===== src/rtl/aud_link_pkg.sv =====
package aud_link_pkg;
  localparam int unsigned DIV_W      = 4;
  localparam int unsigned DIV_MAX    = 8;
  localparam int unsigned WORD_MAX   = 20;
  localparam int unsigned SHORT_BITS = 16;
  localparam int unsigned BCLK_RATIO = 4;
  localparam int unsigned HALF_SLOTS = 32;

  // Bits per word for the selected length.
  function automatic int unsigned word_bits(input logic long_mode);
    return long_mode ? WORD_MAX : SHORT_BITS;
  endfunction

  // Requested divisor forced into 1..hi.
  function automatic int unsigned clamp_div(input int unsigned d, input int unsigned hi);
    if (d == 0) return 1;
    if (d > hi) return hi;
    return d;
  endfunction
endpackage


===== src/rtl/aud_clkgen.sv =====
module aud_clkgen
  import aud_link_pkg::*;
#(
  parameter int unsigned P_DIV_W   = DIV_W,
  parameter int unsigned P_DIV_MAX = DIV_MAX,
  parameter int unsigned P_RATIO   = BCLK_RATIO,
  parameter int unsigned P_HALF    = HALF_SLOTS,
  localparam int unsigned PH_W     = $clog2(P_RATIO),
  localparam int unsigned SLOT_W   = $clog2(2 * P_HALF)
) (
  input  logic              clk,
  input  logic              rst_n,
  input  logic [P_DIV_W-1:0] div_req,
  input  logic              w20_req,
  output logic              sys_tick,
  output logic              bit_rise,
  output logic              bit_fall,
  output logic [SLOT_W-1:0] slot,
  output logic              act_w20,
  output logic              load_w20,
  output logic              bclk,
  output logic              lrclk
);
  logic [P_DIV_W-1:0] cnt;
  logic [P_DIV_W-1:0] act_n;
  logic [PH_W-1:0]    phase;
  logic               frame_wrap;

  assign sys_tick   = (cnt == act_n - P_DIV_W'(1));
  assign bit_rise   = sys_tick && (phase == PH_W'(P_RATIO / 2 - 1));
  assign bit_fall   = sys_tick && (phase == PH_W'(P_RATIO - 1));
  assign frame_wrap = bit_fall && (slot == {SLOT_W{1'b1}});
  assign load_w20   = frame_wrap ? w20_req : act_w20;
  assign bclk       = (phase >= PH_W'(P_RATIO / 2));
  assign lrclk      = slot[SLOT_W-1];

  always_ff @(posedge clk or negedge rst_n) begin
    if (!rst_n) begin
      cnt     <= '0;
      act_n   <= P_DIV_W'(1);
      phase   <= PH_W'(P_RATIO - 1);
      slot    <= {SLOT_W{1'b1}};
      act_w20 <= 1'b0;
    end else begin
      if (sys_tick) cnt <= '0;
      else          cnt <= cnt + P_DIV_W'(1);
      if (sys_tick)
        phase <= (phase == PH_W'(P_RATIO - 1)) ? '0 : phase + PH_W'(1);
      if (bit_fall) slot <= slot + SLOT_W'(1);
      if (frame_wrap) begin
        act_n   <= P_DIV_W'(clamp_div(32'(div_req), P_DIV_MAX));
        act_w20 <= w20_req;
      end
    end
  end

  AST_DIV_RANGE: assert property (@(posedge clk) disable iff (!rst_n)
    act_n != '0 && act_n <= P_DIV_W'(P_DIV_MAX));
  AST_CFG_FRAME_ONLY: assert property (@(posedge clk) disable iff (!rst_n)
    !frame_wrap |=> $stable(act_n) && $stable(act_w20));
  AST_BCLK_ON_TICK: assert property (@(posedge clk) disable iff (!rst_n)
    !$stable(bclk) |-> $past(sys_tick));
  AST_LR_ON_FALL: assert property (@(posedge clk) disable iff (!rst_n)
    !$stable(lrclk) |-> $past(bit_fall));
endmodule


===== src/rtl/aud_tx_ser.sv =====
module aud_tx_ser
  import aud_link_pkg::*;
#(
  parameter int unsigned P_WORD   = WORD_MAX,
  parameter int unsigned P_SLOT_W = $clog2(2 * HALF_SLOTS),
  localparam int unsigned POS_W   = P_SLOT_W - 1
) (
  input  logic                clk,
  input  logic                rst_n,
  input  logic                bit_fall,
  input  logic [P_SLOT_W-1:0] slot,
  input  logic                act_w20,
  input  logic                load_w20,
  input  logic [P_WORD-1:0]   tx_left,
  input  logic [P_WORD-1:0]   tx_right,
  output logic                sdout,
  output logic                tx_ready
);
  logic [P_WORD-1:0]   sh;
  logic [P_SLOT_W-1:0] nslot;
  logic [POS_W-1:0]    npos;
  logic [P_WORD-1:0]   picked;
  logic [P_WORD-1:0]   aligned;
  logic                half_start;
  logic                lsb_done;

  assign nslot      = slot + P_SLOT_W'(1);
  assign npos       = nslot[POS_W-1:0];
  assign half_start = bit_fall && (npos == '0);
  assign lsb_done   = bit_fall && (slot[POS_W-1:0] == POS_W'(word_bits(act_w20)));
  assign picked     = nslot[P_SLOT_W-1] ? tx_right : tx_left;
  assign aligned    = picked << (P_WORD - word_bits(load_w20));

  always_ff @(posedge clk or negedge rst_n) begin
    if (!rst_n) begin
      sh       <= '0;
      sdout    <= 1'b0;
      tx_ready <= 1'b0;
    end else begin
      tx_ready <= lsb_done;
      if (half_start) begin
        sh    <= aligned;
        sdout <= 1'b0;
      end else if (bit_fall) begin
        sdout <= sh[P_WORD-1];
        sh    <= {sh[P_WORD-2:0], 1'b0};
      end
    end
  end

  AST_TX_ON_FALL: assert property (@(posedge clk) disable iff (!rst_n)
    !$stable(sdout) |-> $past(bit_fall));
  AST_GAP_SLOT: assert property (@(posedge clk) disable iff (!rst_n)
    half_start |=> !sdout);
  AST_TAIL_ZERO: assert property (@(posedge clk) disable iff (!rst_n)
    (bit_fall && npos > POS_W'(word_bits(act_w20))) |=> !sdout);
  AST_TXRDY_PULSE: assert property (@(posedge clk) disable iff (!rst_n)
    tx_ready |=> !tx_ready);
endmodule


===== src/rtl/aud_rx_deser.sv =====
module aud_rx_deser
  import aud_link_pkg::*;
#(
  parameter int unsigned P_WORD   = WORD_MAX,
  parameter int unsigned P_SLOT_W = $clog2(2 * HALF_SLOTS),
  localparam int unsigned POS_W   = P_SLOT_W - 1
) (
  input  logic                clk,
  input  logic                rst_n,
  input  logic                bit_rise,
  input  logic [P_SLOT_W-1:0] slot,
  input  logic                act_w20,
  input  logic                sdin,
  output logic [P_WORD-1:0]   rx_data,
  output logic                rx_right,
  output logic                rx_ready
);
  logic [P_WORD-1:0] sh;
  logic [P_WORD-1:0] next_sh;
  logic [P_WORD-1:0] keep_mask;
  logic [POS_W-1:0]  pos;
  logic [POS_W-1:0]  nb;
  logic              in_word;
  logic              word_end;

  assign pos       = slot[POS_W-1:0];
  assign nb        = POS_W'(word_bits(act_w20));
  assign in_word   = bit_rise && (pos != '0) && (pos <= nb);
  assign word_end  = in_word && (pos == nb);
  assign next_sh   = {sh[P_WORD-2:0], sdin};
  assign keep_mask = {P_WORD{1'b1}} >> (P_WORD - word_bits(act_w20));

  always_ff @(posedge clk or negedge rst_n) begin
    if (!rst_n) begin
      sh       <= '0;
      rx_data  <= '0;
      rx_right <= 1'b0;
      rx_ready <= 1'b0;
    end else begin
      rx_ready <= word_end;
      if (in_word) sh <= next_sh;
      if (word_end) begin
        rx_data  <= next_sh & keep_mask;
        rx_right <= slot[P_SLOT_W-1];
      end
    end
  end

  AST_RXRDY_PULSE: assert property (@(posedge clk) disable iff (!rst_n)
    rx_ready |=> !rx_ready);
  AST_RX_ONLY_AT_END: assert property (@(posedge clk) disable iff (!rst_n)
    !$stable(rx_data) |-> rx_ready);
  AST_RX_SHORT_ZERO: assert property (@(posedge clk) disable iff (!rst_n)
    (rx_ready && !act_w20) |-> rx_data[P_WORD-1:SHORT_BITS] == '0);
endmodule


===== src/rtl/aud_link_master.sv =====
module aud_link_master
  import aud_link_pkg::*;
#(
  parameter int unsigned P_DIV_W   = DIV_W,
  parameter int unsigned P_DIV_MAX = DIV_MAX,
  parameter int unsigned P_WORD    = WORD_MAX,
  localparam int unsigned SLOT_W   = $clog2(2 * HALF_SLOTS)
) (
  input  logic               clk,
  input  logic               rst_n,
  input  logic [P_DIV_W-1:0] div_n,
  input  logic               word20,
  input  logic [P_WORD-1:0]  tx_left,
  input  logic [P_WORD-1:0]  tx_right,
  input  logic               sdin,
  output logic               sysclk_en,
  output logic               bclk,
  output logic               lrclk,
  output logic               sdout,
  output logic               tx_ready,
  output logic               rx_ready,
  output logic               rx_right,
  output logic [P_WORD-1:0]  rx_data
);
  logic              bit_rise;
  logic              bit_fall;
  logic [SLOT_W-1:0] slot;
  logic              act_w20;
  logic              load_w20;

  aud_clkgen #(.P_DIV_W(P_DIV_W), .P_DIV_MAX(P_DIV_MAX),
               .P_RATIO(BCLK_RATIO), .P_HALF(HALF_SLOTS)) u_clk (
    .clk(clk), .rst_n(rst_n), .div_req(div_n), .w20_req(word20),
    .sys_tick(sysclk_en), .bit_rise(bit_rise), .bit_fall(bit_fall),
    .slot(slot), .act_w20(act_w20), .load_w20(load_w20),
    .bclk(bclk), .lrclk(lrclk));

  aud_tx_ser #(.P_WORD(P_WORD), .P_SLOT_W(SLOT_W)) u_tx (
    .clk(clk), .rst_n(rst_n), .bit_fall(bit_fall), .slot(slot),
    .act_w20(act_w20), .load_w20(load_w20), .tx_left(tx_left),
    .tx_right(tx_right), .sdout(sdout), .tx_ready(tx_ready));

  aud_rx_deser #(.P_WORD(P_WORD), .P_SLOT_W(SLOT_W)) u_rx (
    .clk(clk), .rst_n(rst_n), .bit_rise(bit_rise), .slot(slot),
    .act_w20(act_w20), .sdin(sdin), .rx_data(rx_data),
    .rx_right(rx_right), .rx_ready(rx_ready));

  AST_RX_TX_APART: assert property (@(posedge clk) disable iff (!rst_n)
    !(rx_ready && tx_ready));
endmodule


===== config.mk =====
export PLATFORM = sky130hd
export DESIGN_NAME = aud_link_master
export DESIGN_NICKNAME = d
export VERILOG_FILES = /design/src/rtl/aud_link_pkg.sv /design/src/rtl/aud_clkgen.sv /design/src/rtl/aud_tx_ser.sv /design/src/rtl/aud_rx_deser.sv /design/src/rtl/aud_link_master.sv
export SDC_FILE = /design/constraint.sdc
export NUM_CORES = 1
export LEC_CHECK = 0
export BUFFER_PORTS_ARGS = -buffer_cell sky130_fd_sc_hd__buf_2
export CORE_ASPECT_RATIO = 1.5
export CORE_MARGIN = 2
export CORE_UTILIZATION = 50
export CTS_CLUSTER_DIAMETER = 60
export DETAILED_ROUTE_END_ITERATION = 10
export HOLD_SLACK_MARGIN = 0.08
export PLACE_DENSITY = 0.73
export SYNTH_ARGS = -nofsm -noshare
export SYNTH_HDL_FRONTEND = slang
export SYNTH_SLANG_ARGS = --single-unit

===== constraint.sdc =====
create_clock -name clk -period 2.7 [get_ports clk]
set_input_delay 0.135 -clock clk [delete_from_list [all_inputs] [get_ports clk]]
set_output_delay 0.135 -clock clk [all_outputs]
set_load 0.01 [all_outputs]

* Word level (Yosys, flattened, before mapping)
Cells that the tools add are included.
** Storage, ports and cells
- Memories :: 0
- Output and inout port bits :: 27
- Logic and storage cells :: 60
- Bits in read-only memories :: 0
- RAM bits :: 0
- Input port bits :: 48
- Flip-flop bits (word level) :: 80
- Latch bits :: 0
** Operators by class
- Order comparisons :: 3
- $mul :: 0
- Muxes and demuxes :: 19
- $add $sub $neg :: 6
- Shift operators :: 2
- Equal/unequal tests :: 5
- Reduce and logical (&&, ||, !) cells :: 12
- Bitwise operators :: 1
- Div/mod/pow operators :: 0
** Operators by type and width (number)
- subtractor 5 x 32 -> 32 bit, first input constant :: 2
- two-way mux 20 bit :: 3
- left shift 20 x 32 -> 20 bit :: 1
- >> shifter 20 x 32 -> 20 bit, first input constant :: 1
- AND 20 bit :: 1
- two-way mux 4 bit :: 4
- two-way mux 1 bit :: 9
- logical AND 1 bit :: 8
- adder 6 x 1 -> 6 bit, second input constant :: 1
- == test 6 bit, second input constant :: 1
- two-way mux 3 bit :: 2
- == test 5 bit :: 1
- less-or-equal comparator 5 bit :: 1
- zero test 5 bit :: 1
- nonzero test 5 bit :: 1
- adder 4 x 1 -> 4 bit, second input constant :: 1
- == test 4 bit :: 1
- greater-than comparator 4 bit, second input constant :: 1
- zero test 4 bit :: 1
- subtractor 4 x 1 -> 4 bit, second input constant :: 1
- adder 2 x 1 -> 2 bit, second input constant :: 1
- == test 2 x 1 -> 1 bit, second input constant :: 1
- == test 2 bit, second input constant :: 1
- greater-or-equal comparator 2 bit, second input constant :: 1
- other kinds (2) :: 2

* Depth between registers and ports, before layout
- Depth after elaboration :: 9
- Depth in mapped cells :: 10
- Depth with buffers taken out :: 8

* Cells and area by module
From an unflattened synthesis, not the netlist that was laid out.
** Unflattened totals
- Cells, all modules :: 440
- Area total of the unflattened synthesis :: 4628.2 um^2
** By module, submodules not included
- aud_rx_deser :: cells each 197, instances 1, area an instance 2160.8 um^2, sequential area each 1026.0 um^2
- aud_tx_ser :: cells each 161, instances 1, area an instance 1521.5 um^2, sequential area each 550.5 um^2
- aud_clkgen :: cells each 82, instances 1, area an instance 945.9 um^2, sequential area each 436.7 um^2

* Worst setup path before layout
Ideal clock, no wire load.
- Path kind :: register -> register
- From :: register u_clk.act_n[0]
- To :: register u_tx.sh[16]
- Path buffers :: 1
- Setup time :: 0.118 ns
- Arrival time :: 2.449 ns
- Slack :: 0.133 ns
- Stages on the path, launching flop included :: 10
- Data required time :: 2.582 ns
- Clock period less this slack :: 2.567 ns
- Cells stage by stage :: dfstp_2 > inv_1 > ha_1 > xor3_1 > nor3_4 > nand3_4 > mux2i_4 > buf_6 > mux4_2 > a21o_1
** Between the ends
- Longest elaborated chain between the ends :: 9
- Elaborated cells on any way between the ends :: 11
- Classes of those cells :: add/sub (2); eq/ne (1); shift (1); mux (3); reduce/logical (4)
** Ends and longest elaborated chain
- from (decl) :: RTL line aud_clkgen.sv:25 : logic [P_DIV_W-1:0] act_n;
- from (signal assigned) :: RTL line aud_clkgen.sv:51 : act_n <= P_DIV_W'(clamp_div(32'(div_req), P_DIV_MAX));
- subtractor 4 x 1 -> 4 bit (*) :: RTL line aud_clkgen.sv:29 : assign sys_tick = (cnt == act_n - P_DIV_W'(1));
- == test 4 bit (*) :: RTL line aud_clkgen.sv:29
- logical AND 1 bit (*) :: RTL line aud_clkgen.sv:31 : assign bit_fall = sys_tick && (phase == PH_W'(P_RATIO - 1));
- logical AND 1 bit :: RTL line aud_clkgen.sv:32 : assign frame_wrap = bit_fall && (slot == {SLOT_W{1'b1}});
- two-way mux 1 bit :: RTL line aud_clkgen.sv:33 : assign load_w20 = frame_wrap ? w20_req : act_w20;
- two-way mux 3 bit :: RTL line aud_link_pkg.sv:11 : return long_mode ? WORD_MAX : SHORT_BITS;
- subtractor 5 x 32 -> 32 bit :: RTL line aud_tx_ser.sv:32 : assign aligned = picked << (P_WORD - word_bits(load_w20));
- left shift 20 x 32 -> 20 bit :: RTL line aud_tx_ser.sv:32
- two-way mux 20 bit :: RTL line aud_tx_ser.sv:41 : if (half_start) begin
- to (signal assigned) :: RTL line aud_tx_ser.sv:42 : sh <= aligned;
- to (signal assigned) :: RTL line aud_tx_ser.sv:46 : sh <= {sh[P_WORD-2:0], 1'b0};
- to (decl) :: RTL line aud_tx_ser.sv:19 : logic [P_WORD-1:0] sh;
Every way passes the cells marked *; elsewhere a longest branch is shown, timed or not.
A chain may end at the register's enable or synchronous reset.

* Final worst setup path
- From :: register u_clk.act_n[0]
- To :: register u_tx.sh[10]
Same word-level chain as after synthesis.

==> impl_results.md <==
* Type of the worst setup path: reg2reg
* Share of synthesized flip-flops with an asynchronous set or reset at between 90% and 100%
* Outcome: completed
* Largest net degree at the start of global routing at 81
* Final min period at about 2500 ps
* Clock Tree Buf Depth at 2
* DR iter-0 viols at 130
* Inst Count DP at about 500
* Comb power frac at about a fifth
* Synth Area in XOR/XNOR at ~3%
* Vias/cell at between 5 and 6
* Switching portion of total power at 27.04%
* Mux cell area share after synthesis at 17.14%
* Mapped Cells at between 300 and 400
* DRC at 0
* Synthesized area per cell at ~12 um^2
* Share of layout cells above drive strength 1 at between 40 and 50%
* # diodes at 0
* Yosys cell types at 51
* Final GP Congestion at 0.8110
* Clock sink total at 80
* Register area at 2013 um^2
* Final nets at between 400 and 500
* Number of global-route vias before repair at 2,957
* Final hold vios at 0
* Setup crit start kind: flip-flop
* Top_reg_cell synth: dfrtp_1
* Max Cap Viol at 0
* Cell area after layout at about 4900 um^2
* Yosys reg bits at 80
* Post-synth EDFFs at 0
* GRT Total Usage at 19.67%
* Post-Syn Nets at 384
* Arrival time at the worst endpoint at 2720 ps
* Chip width at ~77 um
* Global-route wire length before repair at approximately 13 mm
* Initial core utilization at roughly half
* Final setup margin at 194.2 ps
* Worst EP required at approximately 2900 ps
* CP max FO at 8
* Post-DRT Antenna Nets at 0
* Layout area overhead at 24.38%
* Fin cells at 530
* Max-slew violation count at 0
* F_max at approximately 400 MHz
* HPWL Detailed at 5.731 mm
* Area occupied by multi-input gates at between 1500 and 2000 um^2
* Root Driver: clkbuf_16
* Normalized max-slew margin at 34.10%
* Period utilisation layout at between 90% and 100%
* Row count at 39
* Die height at 112.9 um
* Slew @ Worst Pin at ~990 ps
* Setup Skew at between 7 and 8 ps
* Largest area contributor in the netlist: dfrtp_1
* RSZ-0062 raised after global routing: false
* Routed len/inst at between 15 and 20 um
* Worst setup EP type: flip-flop
* Sequential power share at 44.6%
* Synth warn at 0
* Worst IR drop on VDD at between 0.4 and 0.5 mV
* Fin util at 64.23%
* LEAKAGE at 2.516 nW
* Top Ports at 75
* Hold Path Class: in2reg
* Worst-skew pair later-pin latency at approximately 340 ps
* DP Area at approximately 4500 um^2
* Via count at about 2,900
* H-tree level count at 3
* Most area-consuming cells after synthesis: dfrtp_1 (45%), mux2_2 (11%), dfstp_2 (6.0%), mux2i_1 (4.0%), ha_1 (2.8%)
* Post-Place Setup Slack at -40.38 ps
* Simple-gate share of the synthesized area at about a tenth
* Internal power at 0.002580 W
* Share of the synthesized area in the top cell type at 44.91%
* Final number of setup-violating endpoints at 0
* Clk pwr share at 34.6%
* Detailed Routing Iterations Pass 1 at 4
* Initial antenna violation count at 0
* Number of port buffers at 74
* Placeable Area at 7661 um^2
* DIE AREA at about 8700 um^2
* Worst-path clk slew at roughly 60 ps
* Gr ovfl total at 0
* Routed wire length at 8.165 mm
* Net Switching at ~0.00096 W
* Sequential share of the synthesized area at approximately 50%
* Area share of fa/ha/maj cells after synthesis at ~2.8%
* Cell Area, Synth at between 3000 and 4000 um^2
* WHS at 89.95 ps
* CTS tree: done
* Pwr dens at around 720 nW/um^2
* Fillers at 607
* Synth Area in Compound Gates at 11.89%
* Main combinational cell family by area after synthesis: multiplexers
* Number of CTS-inserted buffers at 9
## critical path: stages, from the launching register on
cell and delay (ps):
dfstp_2 530, inv_1 40, ha_1 190, xor3_1 220, nor3_4 230, nand3_4 110, mux2i_4 250, buf_4 190
or3_2 490, o311ai_1 120
## repair_timing
item	4_1_cts	5_1_grt
resized for setup	0	1
hold buffers	5	0
pin swaps	1	2
buffers inserted	4	3
endpoints found under the hold margin	76	0
setup endpoints to repair	4	16
## metal layers
metal	track usage (%)	share of wire [%]	wire length, um
met5	0	0	0
met4	10.30	3.1	255
met3	4.625	3.5	287
met2	33.33	51	4158
met1	23.29	42	3464
## power by group through the flow
stage / Combinational (W) / Sequential, W / Clock [W]
floorplan: 0.000525 / 0.00156 / 0
global placement: 0.000699 / 0.00158 / 0
detailed placement: 0.000718 / 0.00160 / 0
CTS: 0.000738 / 0.00158 / 0.00125
global route: 0.000822 / 0.00160 / 0.00129
finish: 0.000734 / 0.00158 / 0.00122
## synthesized netlist by cell type, drive strengths merged, types with 6 or more instances
| cell | count |
|---|---|
| nand3 | 8 |
| nand2 | 18 |
| and3 | 6 |
| o21ai | 13 |
| buf | 13 |
| nor2 | 20 |
| ha | 9 |
| or3 | 8 |
| xnor2 | 8 |
| dfstp | 9 |
| a22o | 10 |
| dfrtp | 71 |
| inv | 9 |
| a211o | 6 |
| mux2i | 17 |
| a21oi | 10 |
| mux2 | 40 |
## state kept, by name, summed over array words and instances (netlist names)
name           cells
u_rx.rx_data      20
u_tx.sh           20
u_rx.sh           19
u_clk.slot         6
u_clk.act_n        4
u_clk.cnt          4
u_clk.phase        2
u_clk.act_w20      1
u_rx.rx_ready      1
u_rx.rx_right      1
u_tx.sdout         1
u_tx.tx_ready      1
## kinds of logic (layout without fill, tap and decap cells)
logic type,after synthesis,after routing
AO/OA/AOI/OAI,64,64
adder cells (fa/ha/maj),9,9
XOR/XNOR,12,12
buffers and inverters,27,128
flip-flops,80,80
AND/OR/NAND/NOR,76,76
multiplexers,59,59
## worst paths after layout
path,from,endpoint,slack [ps],cells after the start
max in group asynchronous,rst_n,u_tx.sh[2],1550,2
min in group asynchronous,rst_n,u_rx.rx_data[5],500,2
max,u_clk.act_n[0],u_tx.sh[10],190,9
max reg2reg,u_clk.act_n[0],u_tx.sh[10],190,9
min reg2reg,u_rx.rx_data[19],u_rx.rx_data[19],470,2
min,div_n[1],u_clk.act_n[1],90,3
## metrics by stage
step | total power [W] | setup TNS, ps
after global routing | 0.003716 | 0
after floorplan | 0.002082 | 0
final | 0.003537 | 0
after global placement | 0.002283 | 0
after detailed placement | 0.002313 | -51.18
after CTS | 0.003560 | 0
## layout make-up
cell class,instances,share of cell area (%)
Inverter,9,0.6865
Multi-Input combinational cell,220,36.69
Clock buffer,13,5.289
Tap cell,102,2.593
Timing Repair Buffer,103,13.02
Clock inverter,3,0.8136
Sequential cell,80,40.91
## placed cells by master (no fill, tap or decap), types with 3 or more instances in the layout
| cell | synthesis | final |
|---|---|---|
| ha_1 | 9 | 9 |
| buf_4 | 4 | 22 |
| dfrtp_1 | 71 | 71 |
| xor2_1 | 3 | 3 |
| dlygate4sd3_1 | 0 | 5 |
| nor2_1 | 20 | 20 |
| a211o_2 | 4 | 4 |
| o2111ai_1 | 5 | 5 |
| a21oi_1 | 9 | 9 |
| dfstp_2 | 9 | 9 |
| inv_1 | 8 | 8 |
| a22oi_1 | 5 | 5 |
| nand2_1 | 18 | 18 |
| nor3_1 | 3 | 3 |
| or3_1 | 6 | 6 |
| buf_12 | 0 | 3 |
| o21ai_0 | 13 | 13 |
| a21boi_0 | 5 | 5 |
| and3_1 | 5 | 5 |
| xnor2_1 | 8 | 8 |
| a221o_1 | 3 | 3 |
| buf_2 | 6 | 73 |
| nand3_1 | 4 | 4 |
| clkbuf_16 | 0 | 9 |
| mux2i_1 | 16 | 16 |
| mux2_2 | 39 | 39 |
| a22o_1 | 10 | 10 |
Note: power is estimated with default switching activity, not from simulation.
